===== config.mk =====
export PLATFORM = sky130hd
export DESIGN_NAME = mixmac_lanes
export DESIGN_NICKNAME = d
export VERILOG_FILES = /design/src/rtl/mixmac_lanes.sv
export SDC_FILE = /design/constraint.sdc
export NUM_CORES = 1
export LEC_CHECK = 0
export BUFFER_PORTS_ARGS = -buffer_cell sky130_fd_sc_hd__buf_2
export CORE_AREA = 2 2 204 206
export DETAILED_ROUTE_END_ITERATION = 16
export DIE_AREA = 0 0 206 208
export HOLD_SLACK_MARGIN = 0.1
export PLACE_DENSITY_LB_ADDON = 0.1
export RECOVER_POWER = 100
export SLEW_MARGIN = 10
export SYNTH_ARGS = -nofsm -noshare
export SYNTH_HDL_FRONTEND = slang
export SYNTH_SLANG_ARGS = --single-unit

===== constraint.sdc =====
create_clock -name clk -period 10.9 [get_ports clk]
set_input_delay 1.09 -clock clk [delete_from_list [all_inputs] [get_ports clk]]
set_output_delay 1.09 -clock clk [all_outputs]
set_load 0.01 [all_outputs]

===== src/rtl/mixmac_lanes.sv =====
module mixmac_lanes #(
  parameter int VL = 128
) (
  input  logic          clk,
  input  logic          rst_n,
  input  logic          in_valid,
  output logic          in_ready,
  input  logic [VL-1:0] src_u,
  input  logic [VL-1:0] src_s,
  input  logic [VL-1:0] acc_in,
  input  logic [1:0]    row_sel,
  output logic          out_valid,
  input  logic          out_ready,
  output logic [VL-1:0] acc_out
);
  localparam int LANES = VL / 32;

  logic [VL-1:0] nxt;
  logic          fire;

  assign in_ready = !out_valid || out_ready;
  assign fire     = in_valid && in_ready;

  for (genvar e = 0; e < LANES; e++) begin : g_lane
    logic [7:0]         ub, sb;
    logic signed [8:0]  ua, sa;
    logic signed [17:0] prod;

    assign ub   = src_u[8*(4*e + int'(row_sel)) +: 8];
    assign sb   = src_s[8*(4*e + int'(row_sel)) +: 8];
    assign ua   = {1'b0, ub};
    assign sa   = {sb[7], sb};
    assign prod = ua * sa;
    assign nxt[32*e +: 32] = acc_in[32*e +: 32] + {{14{prod[17]}}, prod};
  end

  always_ff @(posedge clk) begin
    if (!rst_n) begin
      out_valid <= 1'b0;
      acc_out   <= '0;
    end else if (fire) begin
      out_valid <= 1'b1;
      acc_out   <= nxt;
    end else if (out_ready) begin
      out_valid <= 1'b0;
    end
  end
endmodule


==> impl_results.rst <==
.. list-table::
   :header-rows: 1

   * - Metric
     - Value
   * - Static leakage power
     - 11.8 nW
   * - Hold buffer count at CTS
     - 0
   * - Top Ports
     - 520
   * - Required time of the worst setup path
     - 11.24 ns
   * - Slew Limit Headroom
     - -96.2%
   * - Clk Tree Root Cell
     - sky130_fd_sc_hd__clkbuf_16
   * - Largest stage delay on the critical path
     - 0.99 ns
   * - Reg-to-reg slack, setup
     - 8.25 ns
   * - Peak supply drop
     - 287 uV
   * - CP Launch Type
     - primary input
   * - Critical register-to-register path startpoint
     - out_valid
   * - Cell accounting for the most synthesized area
     - sky130_fd_sc_hd__ha_1
   * - Terminus of the critical flop-to-flop path
     - acc_out[62]
   * - Post-route clock period utilization
     - 87.3%
   * - Violation count after the first detailed-route iteration
     - 979
   * - Dpl cells
     - 3,438
   * - Commonest cells after routing, fill and taps aside
     - sky130_fd_sc_hd__buf_2, sky130_fd_sc_hd__ha_1, sky130_fd_sc_hd__nand2_1
   * - Clock sink count
     - 129
   * - Placer Congestion
     - 0.918
   * - Wire length of the first global-routing pass
     - 99,500 um
   * - Vertical extent of the die
     - 208 um
   * - Outcome
     - finished, violations left
   * - Summed negative setup slack over all endpoints
     - 0 ns
   * - TritonCTS buffer count
     - 17
   * - Worst hold path depth
     - 2
   * - Number of instances in the synthesized netlist
     - 2,452
   * - Overflow left after global routing
     - 0
   * - Chip width
     - 206 um
   * - Cell area after synthesis
     - 0.0208 mm^2
   * - Via count
     - 19,186
   * - Routed wire length
     - 63,400 um
   * - Most common cell after layout, fill and taps aside
     - sky130_fd_sc_hd__buf_2
   * - TritonCTS clock tree
     - done
   * - Number of global-route vias before repair
     - 19,116
   * - Port Buffers
     - 519
   * - Synthesized netlist net count
     - 3,298
   * - H-tree levels
     - 4
   * - Data arrival time of the critical path
     - 9.85 ns
   * - Fraction of post-synthesis cell area in the top cell type by area
     - 18.3%
   * - Util after Layout
     - 59.6%
   * - Count of flip-flops with a built-in enable after synthesis
     - 0
   * - Worst clock skew on the final layout
     - 0.00891 ns
   * - Core Footprint
     - 0.0406 mm^2
   * - Top flip-flop cell by instance count after synthesis
     - sky130_fd_sc_hd__dfxtp_1
   * - Count of synthesis-stage warnings from yosys
     - 0
   * - DR WL/cell
     - 18.2 um
   * - Post-CTS repair timing setup buffer count
     - 0
   * - Post-layout total power
     - 9.19 mW
   * - Sink of the worst hold path
     - acc_out[127]
   * - Post-detailed-route count of antenna-violating nets
     - 0
   * - Maximum fanout encountered on the critical timing path
     - 38
   * - Actual slew at the worst max-slew pin
     - 2.94 ns
   * - Post-synthesis register bit count
     - 129
   * - Worst min-delay path startpoint
     - acc_out[127]
   * - Setup repair after global routing missed its margin
     - no
   * - Post-synthesis sequential area ratio
     - 12.4%
   * - Clock latency at the later pin of the worst-skew pair
     - 0.46 ns
   * - Max-cap viol count
     - 2
   * - Achievable clock frequency
     - 0.105 GHz
   * - Initial Util
     - 51.2%
   * - Violated checks
     - capacitance limit, slew limit
   * - Count of cells along the worst register-to-register path
     - 7
   * - Category of the critical setup timing path
     - in2reg
   * - Number of endpoints with negative hold slack in the final report
     - 0
   * - Share of cells above drive strength 1
     - 17.7%
   * - Cell with the biggest individual delay on the critical path
     - sky130_fd_sc_hd__clkbuf_1
   * - Number of setup violations in the final report
     - 0
   * - Yosys cell types
     - 78
   * - Total power divided by cell area
     - 380 mW/mm^2
   * - Most area-consuming cells after synthesis
     - sky130_fd_sc_hd__ha_1, sky130_fd_sc_hd__fa_1, sky130_fd_sc_hd__dfxtp_1
   * - Rows
     - 74
   * - Post-DP HPWL
     - 53,100 um
   * - Clock slew at reported path FFs
     - 0.07 ns
   * - Number of buffers on the longest clock path
     - 2
   * - Pin count of the biggest net entering global routing
     - 73
   * - Number of remaining DRC errors
     - 0
   * - Area enclosed by the die boundary
     - 0.0428 mm^2
   * - Area growth syn-to-layout
     - 16.4%
   * - Number of non-filler instances in the completed layout
     - 3,474
   * - Hold Path Class
     - reg2reg
   * - Critical path's most frequent cell
     - sky130_fd_sc_hd__fa_1
   * - CP endpoint kind
     - flip-flop
   * - Via density per instance
     - 5.52
   * - Slew Viols, Final
     - 92
   * - Post-cts gate resize count
     - 0
   * - Total routing resource utilization after global routing
     - 29.4%
   * - Initial antenna violation count
     - 8
   * - Drt first pass iters
     - 5
   * - Proportion of synthesized flip-flops having asynchronous set or reset
     - 0%
   * - Min Clock Period, post-route
     - 9.52 ns
   * - Average cell area after synthesis
     - 8.47 um^2
   * - Final Net Count
     - 3,771
==> critical path: cells and delay by family <==
family,cells,cell delay [ns]
muxes,1,0.17
AOI/OAI and AO/OA,11,2.89
buffers and inverters,6,1.90
adders and majority gates,6,2.58
xor gates and xnor gates,2,0.30
and+or+nand+nor,5,0.89
==> cells in the mapped netlist, types with 5 or more instances <==
cell and instances:
sky130_fd_sc_hd__o21ai_1 57, sky130_fd_sc_hd__xor2_1 48, sky130_fd_sc_hd__a21boi_0 5, sky130_fd_sc_hd__nand2_1 273, sky130_fd_sc_hd__mux4_2 60, sky130_fd_sc_hd__nor2b_1 11
sky130_fd_sc_hd__and3_1 10, sky130_fd_sc_hd__nand3_1 40, sky130_fd_sc_hd__buf_1 7, sky130_fd_sc_hd__nor2_1 126, sky130_fd_sc_hd__or3_1 13, sky130_fd_sc_hd__nand4b_1 9
sky130_fd_sc_hd__o211ai_1 6, sky130_fd_sc_hd__o21ai_0 68, sky130_fd_sc_hd__and4_1 5, sky130_fd_sc_hd__or2_2 15, sky130_fd_sc_hd__and2_1 187, sky130_fd_sc_hd__nand2b_1 14
sky130_fd_sc_hd__mux2i_1 6, sky130_fd_sc_hd__o31ai_1 6, sky130_fd_sc_hd__inv_1 261, sky130_fd_sc_hd__o21a_1 25, sky130_fd_sc_hd__a21oi_1 173, sky130_fd_sc_hd__ha_1 304
sky130_fd_sc_hd__a211oi_1 22, sky130_fd_sc_hd__nor3_1 25, sky130_fd_sc_hd__xnor2_1 104, sky130_fd_sc_hd__dfxtp_1 129, sky130_fd_sc_hd__o21bai_1 30, sky130_fd_sc_hd__a21o_1 73
sky130_fd_sc_hd__clkbuf_1 64, sky130_fd_sc_hd__nand4_1 20, sky130_fd_sc_hd__fa_1 152, sky130_fd_sc_hd__a31oi_1 9, sky130_fd_sc_hd__a21oi_2 7
==> registers in the layout (all words and copies together), names as in the netlist <==
register   cells
out_valid      1
acc_out      128
==> metal layers <==
metal | wire length (um) | GRT usage [%]
met1 | 28700 | 39.8
met2 | 28200 | 46.8
met5 | 46 | 0
met4 | 1860 | 9.41
met3 | 4560 | 6.22
==> cell type report <==
cell class                 count  area [um^2]
clock inverter                15          175
clock buffer                  17          425
timing repair buffer         530         2500
antenna                        4         10.0
inverter                     263          987
fill                        3815        16400
sequential                   129         2580
tap                          532          666
multi-input combinational   1984        16800
==> through the flow <==
step / worst slack, ns / hold WS [ns] / cell area [um^2]
5_1_grt: 0.776 / 0.462 / 24200
6_report: 1.38 / 0.446 / 24200
4_1_cts: 2.24 / 0.446 / 24400
2_1_floorplan: 1.79 / 0.470 / 20800
3_3_place_gp: 1.93 / 0.431 / 23800
3_5_place_dp: 1.76 / 0.437 / 23800
==> where the power goes <==
group	internal (mW)	switching (mW)
sequential	0.621	0.0835
combinational	3.42	4.44
clock	0.345	0.271
==> how the worst max path moves through the flow <==
stage | cells after the start | slack [ns] | startpoint | end
detailed placement | 30 | 1.76 | row_sel[1] | acc_out[94]
global route | 31 | 0.78 | row_sel[0] | acc_out[126]
global placement | 28 | 1.93 | row_sel[1] | acc_out[92]
floorplan | 32 | 1.79 | row_sel[0] | acc_out[30]
finish | 31 | 1.38 | row_sel[0] | acc_out[126]
CTS | 30 | 2.24 | row_sel[1] | acc_out[94]
==> cell families (layout without fill, tap and decap cells) <==
kind of cell             Yosys count  in the layout  share of synthesized area, %
AO/OA/AOI/OAI                    544            544                          16.9
XOR/XNOR                         152            152                          6.41
buffers and inverters            339            825                          6.19
other                              0              4                             0
multiplexers                      70             70                          7.01
flip-flops                       129            129                          12.4
adder cells (fa/ha/maj)          456            456                          33.0
AND/OR/NAND/NOR                  762            762                          18.0
No activity file was read; power rests on OpenSTA's default activity.
